$ cat src/rtl/irq_status_ctl.sv
module irq_status_ctl (
  input  logic       clk,
  input  logic       rst_n,
  input  logic       evt_periodic,
  input  logic       evt_alarm,
  input  logic       evt_update,
  input  logic       en_periodic,
  input  logic       en_alarm,
  input  logic       en_update,
  input  logic       rd_begin,
  input  logic       rd_end,
  output logic [7:0] status_q,
  output logic       irq_oe
);
  logic [2:0] flg, pend, evt, en, qual;
  logic [7:0] snap, live;
  logic       in_read, start, finish;

  assign evt    = {evt_periodic, evt_alarm, evt_update};
  assign en     = {en_periodic, en_alarm, en_update};
  assign qual   = flg & en;
  assign live   = {|qual, flg, 4'b0000};
  assign start  = rd_begin & ~in_read;
  assign finish = rd_end & in_read;

  always_ff @(posedge clk) begin
    if (!rst_n) begin
      flg     <= '0;
      pend    <= '0;
      snap    <= '0;
      in_read <= 1'b0;
    end else if (start) begin
      snap    <= live;
      flg     <= '0;
      pend    <= evt;
      in_read <= 1'b1;
    end else if (finish) begin
      flg     <= pend | evt;
      pend    <= '0;
      in_read <= 1'b0;
    end else if (in_read) begin
      pend <= pend | evt;
    end else begin
      flg <= flg | evt;
    end
  end

  assign status_q = in_read ? snap : live;
  assign irq_oe   = |qual;
endmodule


$ cat config.mk
export PLATFORM = sky130hd
export DESIGN_NAME = irq_status_ctl
export DESIGN_NICKNAME = d
export VERILOG_FILES = /design/src/rtl/irq_status_ctl.sv
export SDC_FILE = /design/constraint.sdc
export NUM_CORES = 1
export LEC_CHECK = 0
export BUFFER_PORTS_ARGS = -buffer_cell sky130_fd_sc_hd__buf_2
export CAP_MARGIN = 20
export CORE_AREA = 2 2 39 41
export DETAILED_ROUTE_END_ITERATION = 6
export DIE_AREA = 0 0 41 43
export PLACE_DENSITY = 0.7
export SYNTH_ARGS = -nofsm -noshare
export SYNTH_HDL_FRONTEND = slang
export SYNTH_SLANG_ARGS = --single-unit
export TNS_END_PERCENT = 1
$ cat constraint.sdc
create_clock -name clk -period 1.3 [get_ports clk]
set_input_delay 0.065 -clock clk [delete_from_list [all_inputs] [get_ports clk]]
set_output_delay 0.065 -clock clk [all_outputs]
set_load 0.03 [all_outputs]
==> run metrics <==
cell area after synthesis=roughly 570 um2; Wirelength per Cell=~12 um; remaining global-route overflow=0; Yosys warning count=0; IO Pins=19; Inserted Diodes=0; status=finished with violations; # setup viols final=1; CP Max Fanout=2; fin crit period=between 1000 and 1500 ps; Pleak=between 0.3 and 0.4 nW; Layout fillers=approximately 130; Die Area=0.001763 mm2; first-pass detailed-route iteration total=4; row cnt=14; Area Growth Syn to Fin=32.60%; Max Cap Violations=0; Total GRT Usage=0.1717; port buffer count=14; DP HPWL=around 840 um; Peak supply drop=0.6401 mV; worst path bufs/invs=1; Met1 Wirelength=519 um; Crit path largest cell delay=350 ps; H-tree levels=1; Root Driver=clkbuf_4; failing checks=setup timing; biggest area consumer among synthesized cells=dfxtp_1; CP cell instances=a22oi_2 -> nand2_1 -> mux2_2 -> buf_6; post-synthesis register bit count=11; Setup WS post-layout=-27.95 ps; CTS buffer count=3; DRT iter0 DRCs=2; core area=around 0.0014 mm2; cell depth of the worst hold path=3; post-place setup slack=roughly 92 ps; TNS Setup=-27.95 ps; largest net degree at the start of global routing=9; Worst-Skew Late Latency=280 ps; NumNets Final=96; Tcrit/Tclk final=1.022; crit path DAT=1260 ps; top routing layer in use=met4; Die X-Extent=roughly 40 um; initial antenna violation count=0; clock sink total=11; Max Slew Vio Count=0; RSZ-0062 raised after global routing=yes; cell count along the critical path=4; Crit. End Element=output port; highest-delay cell along the critical path=dfxtp_4; Setup Crit Path Kind=reg2out; Reg2Reg Depth=3; antenna-violating nets left=0; Hold WS=92.17 ps; aggregate routed wire length=around 1200 um; placed cells=94; min-delay worst type=in2reg; met2 wire length=about 560 um; final cell count without fillers=~100; post-route cell area=758.2 um2; Top delay family on crit path=flip-flops; Unique masters post-synth=20; DIE HEIGHT=43 um; Area contributors post-synth=dfxtp_1, mux2_2, nor2b_1; initial core utilization=0.4132; sequential share of the synthesized area=0.3851; RePlAce Congestion=approximately 0.74; CTS tree=done; met3 wire len=around 74 um; Fin. Hold Viols=0; Post-DP Area=roughly 660 um2; global-route wire length before repair=~2100 um; Max Fclk=753.0 MHz; Clock Tree Buf Depth=2; hold-fix buffers at CTS=0; via/cell ratio=~5.2; Mapped Cells=63; total number of vias=around 530; Post-Syn Area per Cell=a little over 9 um2; # DRC=0; top-area cell type share of the netlist area=0.3851; Reg clk slew, reported paths=about 70 ps; share of layout cells above drive strength 1=0.4353; Worst Skew=about 2.2 ps; crit start category=flip-flop; vias in the first global route=roughly 530; Worst Path Required=1240 ps; power per standard cell area=1132 mW/mm2
layer usage:
metal,track usage,up-vias
met5,0,-
met4,0.08000,0
met3,0.06283,5
met2,0.2625,15
met1,0.2033,254
li1,-,255
cells in the mapped netlist (all sizes together):
library cell	n
nor2	7
dfxtp	11
o21ai	1
nor3	5
a21oi	1
nand2	5
nand2b	2
or2	1
a22oi	1
conb	1
a211oi	5
o211a	1
buf	6
a21o	2
mux2i	3
mux2	4
nor2b	7
placed cells by master, fill, tap and decap left out:
| cell | n |
|---|---|
| or2_2 | 1 |
| nand2_1 | 4 |
| nor2b_1 | 7 |
| a21o_1 | 2 |
| buf_2 | 11 |
| mux2i_1 | 3 |
| nor2_1 | 7 |
| nand2_4 | 1 |
| clkinv_2 | 1 |
| buf_6 | 5 |
| dfxtp_4 | 2 |
| o211a_1 | 1 |
| buf_4 | 5 |
| a211oi_1 | 3 |
| mux2_2 | 2 |
| dfxtp_1 | 8 |
| nor3_1 | 5 |
| a22oi_2 | 1 |
| dfxtp_2 | 1 |
| nand2b_1 | 2 |
| o21ai_0 | 1 |
| a21oi_1 | 1 |
| a211oi_2 | 2 |
| mux2_4 | 2 |
| clkbuf_4 | 3 |
| conb_1 | 4 |
report_power, final:
part | internal, mW | switching (mW) | total, mW
registers | 0.360 | 0.0175 | 0.377
clock network | 0.114 | 0.127 | 0.242
logic | 0.112 | 0.128 | 0.240
total | 0.586 | 0.273 | 0.858
worst reg2reg max path, delay by kind of cell (launching register included):
kind / cells / cell delay (ps)
flip-flops: 1 / 380
multiplexers: 1 / 260
AND/OR/NAND/NOR: 2 / 400
cell type report:
cell class | instances | area, um2 | share of cell area
multi-input cells | 49 | 332.8 | 0.4389
flip-flops and latches | 11 | 229.0 | 0.3020
repair buffers | 21 | 148.9 | 0.1964
clock buffers | 3 | 22.52 | 0.02970
well taps | 16 | 20.02 | 0.02640
clock inverters | 1 | 5.005 | 0.006601
metrics by stage:
stage | power (mW) | util
6_report | 0.8585 | 0.5479
5_1_grt | 0.9019 | 0.5479
4_1_cts | 0.8630 | 0.5425
3_5_place_dp | 0.5873 | 0.4774
3_3_place_gp | 0.5831 | 0.4774
2_1_floorplan | 0.5338 | -
cell families after synthesis:
| family | count (synthesis) | synth area share |
|---|---|---|
| muxes | 7 | 0.1313 |
| AOI/OAI and AO/OA | 11 | 0.1575 |
| buffers and inverters | 6 | 0.07440 |
| and+or+nand+nor | 27 | 0.2451 |
| other | 1 | 0.006558 |
| DFF | 11 | 0.3851 |
path summary, 6_finish.rpt:
| kind | startpoint | end | slack [ps] |
|---|---|---|---|
| max | flg[0] | status_q[7] | -30 |
| min | rst_n | flg[1] | 90 |
| max reg2reg | in_read | snap[5] | 150 |
| min reg2reg | snap[6] | snap[6] | 530 |
state kept, by name, summed over array words and instances, names as in the netlist:
signal,cells
flg,3
in_read,1
pend,3
snap,4
what timing repair did:
item	CTS	global route
buffers inserted	3	0
setup endpoints to repair	4	4
pin swaps	1	0
gates resized for setup	14	2
hold endpoints to repair	0	0
(Power assumes the default switching activity.)
